==> src/rtl/naf_pkg.sv <==
package naf_pkg;
  typedef enum logic [0:0] {
    ST_IDLE = 1'b0,
    ST_EMIT = 1'b1
  } split_state_t;
endpackage

==> src/rtl/naf_recoder.sv <==
module naf_recoder #(
  parameter int N_BITS = 16,
  localparam int ND = N_BITS + 1
) (
  input  logic [N_BITS-1:0] value,
  output logic [ND-1:0]     dig_pos,
  output logic [ND-1:0]     dig_neg
);
  // Carry rule: an odd partial (bit+carry) whose next bit is set becomes -1 with carry.
  function automatic logic [2*ND-1:0] recode(input logic [N_BITS-1:0] v);
    logic [ND-1:0] p;
    logic [ND-1:0] n;
    logic          c;
    logic          b;
    logic          nb;
    p = '0;
    n = '0;
    c = 1'b0;
    for (int i = 0; i < ND; i++) begin
      b  = (i < N_BITS) ? v[i] : 1'b0;
      nb = (i + 1 < N_BITS) ? v[i+1] : 1'b0;
      if (b ^ c) begin
        if (nb) begin
          n[i] = 1'b1;
          c    = 1'b1;
        end else begin
          p[i] = 1'b1;
          c    = 1'b0;
        end
      end else begin
        c = b & c;
      end
    end
    return {p, n};
  endfunction

  always_comb begin
    {dig_pos, dig_neg} = recode(value);
  end
endmodule

==> src/rtl/naf_window_pick.sv <==
module naf_window_pick #(
  parameter int ND    = 17,
  parameter int WIN_D = 4,
  localparam int LW   = $clog2(ND + 1)
) (
  input  logic [ND-1:0]  dig_pos,
  input  logic [ND-1:0]  dig_neg,
  input  logic [LW-1:0]  remain,
  output logic [LW-1:0]  pick_len,
  output logic [WIN_D:0] pick_val,
  output logic           pick_nz,
  output logic           pick_last
);
  logic [ND-1:0] nzmap;
  logic [LW-1:0] first_nz;
  logic          found;
  logic [LW-1:0] top_idx;
  logic [WIN_D:0] acc;

  assign nzmap = dig_pos | dig_neg;

  // Offset of the lowest nonzero digit, or the remaining count if none.
  always_comb begin
    first_nz = remain;
    found    = 1'b0;
    for (int i = 0; i < ND; i++) begin
      if (!found && nzmap[i]) begin
        first_nz = LW'(i);
        found    = 1'b1;
      end
    end
  end

  // Nonzero window: highest nonzero digit among the lowest WIN_D, weighted sum mod 2^(WIN_D+1).
  always_comb begin
    top_idx = '0;
    acc     = '0;
    for (int j = 0; j < WIN_D; j++) begin
      if (nzmap[j]) top_idx = LW'(j);
      if (dig_pos[j]) acc = acc + ((WIN_D+1)'(1) << j);
      if (dig_neg[j]) acc = acc - ((WIN_D+1)'(1) << j);
    end
  end

  always_comb begin
    pick_nz   = nzmap[0];
    pick_len  = pick_nz ? (top_idx + LW'(1)) : first_nz;
    pick_val  = pick_nz ? acc : '0;
    pick_last = (pick_len == remain);
  end
endmodule

==> src/rtl/naf_window_splitter.sv <==
module naf_window_splitter
  import naf_pkg::*;
#(
  parameter int N_BITS = 16,
  parameter int WIN_D  = 4,
  localparam int ND    = N_BITS + 1,
  localparam int LW    = $clog2(ND + 1)
) (
  input  logic              clk,
  input  logic              rst_n,
  input  logic              start,
  input  logic [N_BITS-1:0] mult_in,
  output logic              busy,
  output logic              win_valid,
  input  logic              win_ready,
  output logic [LW-1:0]     win_len,
  output logic [WIN_D:0]    win_val,
  output logic              win_nz,
  output logic              win_last,
  output logic [LW-1:0]     win_count
);
  split_state_t  state_q;
  logic [ND-1:0] pos_q;
  logic [ND-1:0] neg_q;
  logic [LW-1:0] rem_q;
  logic [LW-1:0] cnt_q;

  // Named internal events for the checker
  logic [ND-1:0] rec_pos;
  logic [ND-1:0] rec_neg;
  logic          start_take;
  logic          win_fire;

  naf_recoder #(.N_BITS(N_BITS)) u_rec (
    .value   (mult_in),
    .dig_pos (rec_pos),
    .dig_neg (rec_neg)
  );

  naf_window_pick #(.ND(ND), .WIN_D(WIN_D)) u_pick (
    .dig_pos   (pos_q),
    .dig_neg   (neg_q),
    .remain    (rem_q),
    .pick_len  (win_len),
    .pick_val  (win_val),
    .pick_nz   (win_nz),
    .pick_last (win_last)
  );

  assign busy       = (state_q == ST_EMIT);
  assign win_valid  = busy;
  assign start_take = start && (state_q == ST_IDLE);
  assign win_fire   = win_valid && win_ready;
  assign win_count  = cnt_q;

  always_ff @(posedge clk) begin
    if (!rst_n) begin
      state_q <= ST_IDLE;
      pos_q   <= '0;
      neg_q   <= '0;
      rem_q   <= '0;
      cnt_q   <= '0;
    end else if (start_take) begin
      state_q <= ST_EMIT;
      pos_q   <= rec_pos;
      neg_q   <= rec_neg;
      rem_q   <= LW'(ND);
      cnt_q   <= '0;
    end else if (win_fire) begin
      pos_q <= pos_q >> win_len;
      neg_q <= neg_q >> win_len;
      rem_q <= rem_q - win_len;
      cnt_q <= cnt_q + LW'(1);
      if (win_last) state_q <= ST_IDLE;
    end
  end
endmodule

==> config.mk <==
export PLATFORM = sky130hd
export DESIGN_NAME = naf_window_splitter
export DESIGN_NICKNAME = d
export VERILOG_FILES = /design/src/rtl/naf_pkg.sv /design/src/rtl/naf_recoder.sv /design/src/rtl/naf_window_pick.sv /design/src/rtl/naf_window_splitter.sv
export SDC_FILE = /design/constraint.sdc
export NUM_CORES = 1
export LEC_CHECK = 0
export BUFFER_PORTS_ARGS = -buffer_cell sky130_fd_sc_hd__buf_2
export CAP_MARGIN = 30
export CORE_ASPECT_RATIO = 1.1
export CORE_MARGIN = 2
export CORE_UTILIZATION = 60
export DETAILED_ROUTE_END_ITERATION = 8
export PLACE_DENSITY = 0.8
export SLEW_MARGIN = 40
export SYNTH_ARGS = -nofsm -noshare
export SYNTH_HDL_FRONTEND = slang
export SYNTH_HIERARCHICAL = 1
export SYNTH_SLANG_ARGS = --single-unit
==> constraint.sdc <==
create_clock -name clk -period 11.55 [get_ports clk]
set_input_delay 1.7325 -clock clk [delete_from_list [all_inputs] [get_ports clk]]
set_output_delay 1.7325 -clock clk [all_outputs]
set_load 0.01 [all_outputs]
* Yosys cells after proc, flatten, opt, wreduce, memory -nomap -nowiden
Cells that the tools add are included.
** Storage, ports and cells
- Bits in registers :: 45
- Logic and storage cells :: 222
** Operators by class
- Add/subtract/negate cells :: 10
- Eq/ne operators :: 1
- Shifts and indexed selects :: 2
- Multiplexer cells :: 131
- Bitwise gates (word level) :: 33
- Reductions and logical operators :: 38
** Operator list (count)
- two-way mux 5 bit :: 27
- two-way mux 1 bit :: 98
- two-way mux 17 bit :: 2
- right shift 17 x 5 -> 17 bit :: 2
- two-way mux 15 bit :: 2
- logical AND 1 bit :: 18
- bitwise OR 17 bit :: 1
- logical NOT 1 bit :: 16
- AND 1 bit :: 15
- XOR 1 bit :: 15
- adder 5 x 1 -> 5 bit, second input constant :: 1
- adder 5 x 2 -> 5 bit, second input constant :: 1
- adder 5 x 3 -> 5 bit, second input constant :: 1
- adder 5 x 4 -> 5 bit, second input constant :: 1
- equality test 5 bit :: 1
- subtractor 5 x 2 -> 5 bit, second input constant :: 1
- subtractor 5 x 3 -> 5 bit, second input constant :: 1
- subtractor 5 x 4 -> 5 bit, second input constant :: 1
- subtractor 5 bit :: 1
- two-way mux 2 bit :: 2
- nonzero test 2 bit :: 2
- adder 2 x 1 -> 3 bit, second input constant :: 1
- NOT 1 bit :: 2
- AND reduction 2 bit :: 1
- 2 further kinds :: 2

* Logic depth before layout (Yosys ltp)
- Depth in word-level cells :: 55
- Mapped depth :: 29
- Gate-level depth less buffers :: 29

* Modules after synthesis
Netlist, hierarchy kept.
** By module, submodules not included
- naf_window_splitter :: instances 1, cells each 388, area an instance 3326.9 um^2, sequential area each 900.9 um^2
- naf_window_pick :: instances 1, cells each 128, area an instance 793.3 um^2, sequential area each 0.0 um^2
- naf_recoder :: instances 1, cells each 65, area an instance 551.8 um^2, sequential area each 0.0 um^2

* Least setup slack after synthesis
Ideal clock, no wire load.
- Kind :: input port to flip-flop
- Start point :: input port mult_in[1]
- End point :: register pos_q[15]
- Data arrival time :: 9959 ps
- Data required time :: 11422 ps
- Slack :: 1463 ps
- Stages :: 29
- Cell sequence :: o21ai_0 -> nand2_1 -> ha_1 -> mux2_2 -> ha_1 -> mux2_2 -> ha_1 -> mux2_2 -> ha_1 -> mux2_2 -> ha_1 -> mux2_2 -> ha_1 -> mux2_2 -> ha_1 -> mux2_2 -> ha_1 -> mux2_2 -> ha_1 -> mux2_2 -> ha_1 -> mux2_2 -> ha_1 -> mux2_2 -> ha_1 -> mux2_2 -> ha_1 -> a222oi_1 -> nor2_1
** Between the ends
- Longest elaborated chain between the ends :: 33
** RTL lines
- from (decl) :: RTL line naf_window_splitter.sv:12 : input logic [N_BITS-1:0] mult_in,
- two-way mux 1 bit :: RTL line naf_recoder.sv:23 : if (nb) begin
- two-way mux 1 bit :: RTL line naf_recoder.sv:22 : if (b ^ c) begin
- AND 1 bit or XOR 1 bit (tied branches) :: RTL line naf_recoder.sv:31, naf_recoder.sv:22
- two-way mux 1 bit * :: RTL line naf_recoder.sv:22
- AND 1 bit or XOR 1 bit (tied branches) :: RTL line naf_recoder.sv:31, naf_recoder.sv:22
- two-way mux 1 bit * :: RTL line naf_recoder.sv:22
- AND 1 bit or XOR 1 bit (tied branches) :: RTL line naf_recoder.sv:31, naf_recoder.sv:22
- two-way mux 1 bit * :: RTL line naf_recoder.sv:22
- (+18 left out)
- AND 1 bit or XOR 1 bit (tied branches) :: RTL line naf_recoder.sv:31, naf_recoder.sv:22
- two-way mux 1 bit * :: RTL line naf_recoder.sv:22
- AND 1 bit or XOR 1 bit (tied branches) :: RTL line naf_recoder.sv:31, naf_recoder.sv:22
- two-way mux 1 bit * :: RTL line naf_recoder.sv:22
- XOR 1 bit * :: RTL line naf_recoder.sv:22
- two-way mux 1 bit * :: RTL line naf_recoder.sv:22
- net rec_pos[15] :: RTL line naf_window_splitter.sv:29 : logic [ND-1:0] rec_pos;
- two-way mux 17 bit * :: RTL line naf_window_splitter.sv:63 : end else if (start_take) begin
- to (signal assigned) :: RTL line naf_window_splitter.sv:65 : pos_q <= rec_pos;
- to (signal assigned) :: RTL line naf_window_splitter.sv:70 : pos_q <= pos_q >> win_len;
- to (decl) :: RTL line naf_window_splitter.sv:23 : logic [ND-1:0] pos_q;
The timed path passes the listed nets; every way through them passes the cells marked *.
A chain may end at the register's enable or synchronous reset.

* Worst setup path after layout
Same ends and word-level chain as after synthesis.

==> qor.yml <==
critical_path:
  worst-path-max-fanout: 9
  critPathLaunch: "mult_in[1]"
  reg2reg_depth: 11
  cp-end-kind: "flop"
  crit_family: "multiplexers"
  cp_slowest_stage_delay_ns: 0.35
  crit_arrival_ns: 10.58
  timing.rr.end: "neg_q[10]"
  rr_startpoint: "pos_q[2]"
  worstSetupPathType: "in2reg"
  critPathSlowestCell: "mux2_2"
  r2r_slack_ns: 7.20
  path_buf_inv: 1
  cp_common_cell: "ha_1"
  crit_required_ns: 11.73
  start_kind: "input port"
clocking:
  clockBufferDepth: 2
  cts_hold_buf: 0
  cts-root-buf: "clkbuf_8"
  clk_latency_ns: 0.31
  cts.repair.resized: 0
  post-cts-setup-buffer-count: 0
  clkSlewWorstSetupHoldPaths_ns: 0.09
  cts_buffers: 5
  cts_sinks: 45
  htreeDepth: 2
  cts_tree: "done"
final_layout:
  syn_to_final_growth_pct: 5.383
  layout_common_cells: "nor2_1 (69), nand2_1 (54), dfxtp_1 (45)"
  drive_gt1_frac: 0.1846
  stdcell_count: 701
  n_antenna_cell: 0
  layout_commonest_cell: "nor2_1"
  final_net_count: 641
  utilization: 0.6552
floorplan:
  ios: 39
  die_area_mm2: 0.008509
  core-area_mm2: 0.007515
  start_util: 0.6217
  die_w_um: 88.14
  die_y_um: 96.55
  rows: 33
synth:
  yosysUniqueCellTypes: 72
  yosysWarnings: 6
  syn-mean-instance-area_um2: 8.041
  synth-edff-count: 0
  postSynthCellCount: 581
  async_reset_ff_frac: 0
  synthFlopType: "dfxtp_1"
  netlist_area_mm2: 0.004672
  synth-seq-cells: 45
  ys_seq_area_frac: 0.1928
placement:
  place_inst: 693
  routabilityCongestion: 0.9648
  numPortBuffers: 38
  dpl.hpwl_um: 10600
grt:
  track_usage: 0.3449
  grt_max_degree: 44
  grt_pass1_vias: 4350
  grt_first_pass_wirelength_um: 22760
  antenna_found_initial: 0
  overflow: 0
timing:
  period_needed_ns: 10.40
  finalCritPeriodShare: 0.9006
  timing.fmax_ghz: 0.09613
  hold_viol: 0
  skew_ns: 0.01150
  max_slew_margin: 0.4492
  rsz0062_at_grt: "false"
  fin_setup_tns_ns: 0
  finalMaxSlewViolations: 0
  tightestPinTransition_ns: 0.8263
  setup_viol: 0
hold_path:
  hold_path_depth: 2
  worst_hold_path_type: "reg2reg"
  hold_end: "win_count[1]"
  min_from: "win_count[1]"
drt:
  drc: 0
  num_vias: 4825
  drt-wirelength-per-cell_um: 20.58
  wl_um: 14430
  drt_iter0_drc: 488
  vias_per_cell: 6.883
  final_antenna_net_count: 0
  drtPass1Iterations: 6
flow_run:
  drv_cap: 0
run_status:
  status: "completed"
[synthesized netlist by cell type, drive strengths merged (5+ instances only)]
cell / count / area share
a211oi: 8 / 0.013
a21o: 6 / 0.0096
a21oi: 18 / 0.019
a221oi: 9 / 0.018
a222oi: 16 / 0.034
a22o: 6 / 0.011
a22oi: 12 / 0.019
a2bb2oi: 5 / 0.011
and2: 14 / 0.019
buf: 16 / 0.025
clkbuf: 21 / 0.030
dfxtp: 45 / 0.19
ha: 24 / 0.064
inv: 13 / 0.010
mux2: 34 / 0.082
mux2i: 25 / 0.054
mux4: 6 / 0.029
nand2: 54 / 0.043
nand2b: 5 / 0.0067
nand3: 14 / 0.015
nor2: 70 / 0.057
nor2b: 18 / 0.024
nor3: 9 / 0.0096
nor4: 5 / 0.0080
o211ai: 7 / 0.011
o21ai: 45 / 0.049
o22ai: 5 / 0.0067
or4: 6 / 0.010
xnor2: 7 / 0.013
xor2: 7 / 0.013
[metal layers]
| layer | vias up | part of all wire | global-route usage |
|---|---|---|---|
| li1 | 2204 | - | - |
| met1 | 2295 | 0.40 | 0.4343 |
| met2 | 289 | 0.48 | 0.5985 |
| met3 | 37 | 0.085 | 0.05183 |
| met4 | 0 | 0.034 | 0.1237 |
| met5 | - | 0 | 0 |
[worst max path at each step]
stage / end / slack [ns] / cells past startpoint
2_1_floorplan: pos_q[15] / 1.46 / 29
3_3_place_gp: pos_q[15] / 1.05 / 30
3_5_place_dp: pos_q[15] / 0.82 / 30
4_1_cts: pos_q[15] / 1.13 / 30
5_1_grt: pos_q[15] / 0.69 / 30
6_report: pos_q[15] / 1.15 / 30
[through the flow]
stage / hold slack [ns] / setup WS, ns / cell area [µm²]
after floorplan: 0.4585 / 1.463 / 4676
after global placement: 0.4756 / 1.052 / 4801
after detailed placement: 0.4947 / 0.8243 / 4811
after CTS: 0.5083 / 1.126 / 4923
after global routing: 0.5432 / 0.6944 / 4923
final: 0.5048 / 1.148 / 4923
[logic make-up after synthesis]
logic type / after synthesis / share of synthesized area
muxes: 65 / 0.1644
and+or+nand+nor: 216 / 0.2279
DFF: 45 / 0.1928
other: 1 / 0.0008027
buffers and inverters: 52 / 0.06695
AOI/OAI and AO/OA: 162 / 0.2480
adders and majority gates: 26 / 0.07284
xor gates and xnor gates: 14 / 0.02625
[cell type report]
cell class | instances | area [µm²]
multi-input cells | 485 | 3495
fillers | 725 | 2591
flip-flops and latches | 45 | 900.9
repair buffers | 43 | 227.7
well taps | 105 | 131.4
clock buffers | 5 | 68.82
inverters | 15 | 56.30
clock inverters | 3 | 43.79
[state kept, by name, summed over array words and instances, names as in the netlist]
| signal | flops |
|---|---|
| busy | 1 |
| neg_q | 17 |
| pos_q | 17 |
| rem_q | 5 |
| win_count | 5 |
[worst reg2reg max path, cell delays in order, from the launching register on]
cell	delay, ns
dfxtp_1	0.53
nor4_2	0.55
nand3_1	0.20
or2_4	0.30
o21ai_2	0.18
a2bb2oi_4	0.19
buf_4	0.43
clkinv_1	0.62
a22oi_1	0.58
mux2i_1	0.23
a222oi_1	0.34
nor2_1	0.07
Power is left out: the tool's default activity adds up to more than one toggle a clock period on the data nets, which glitch-free logic cannot reach.
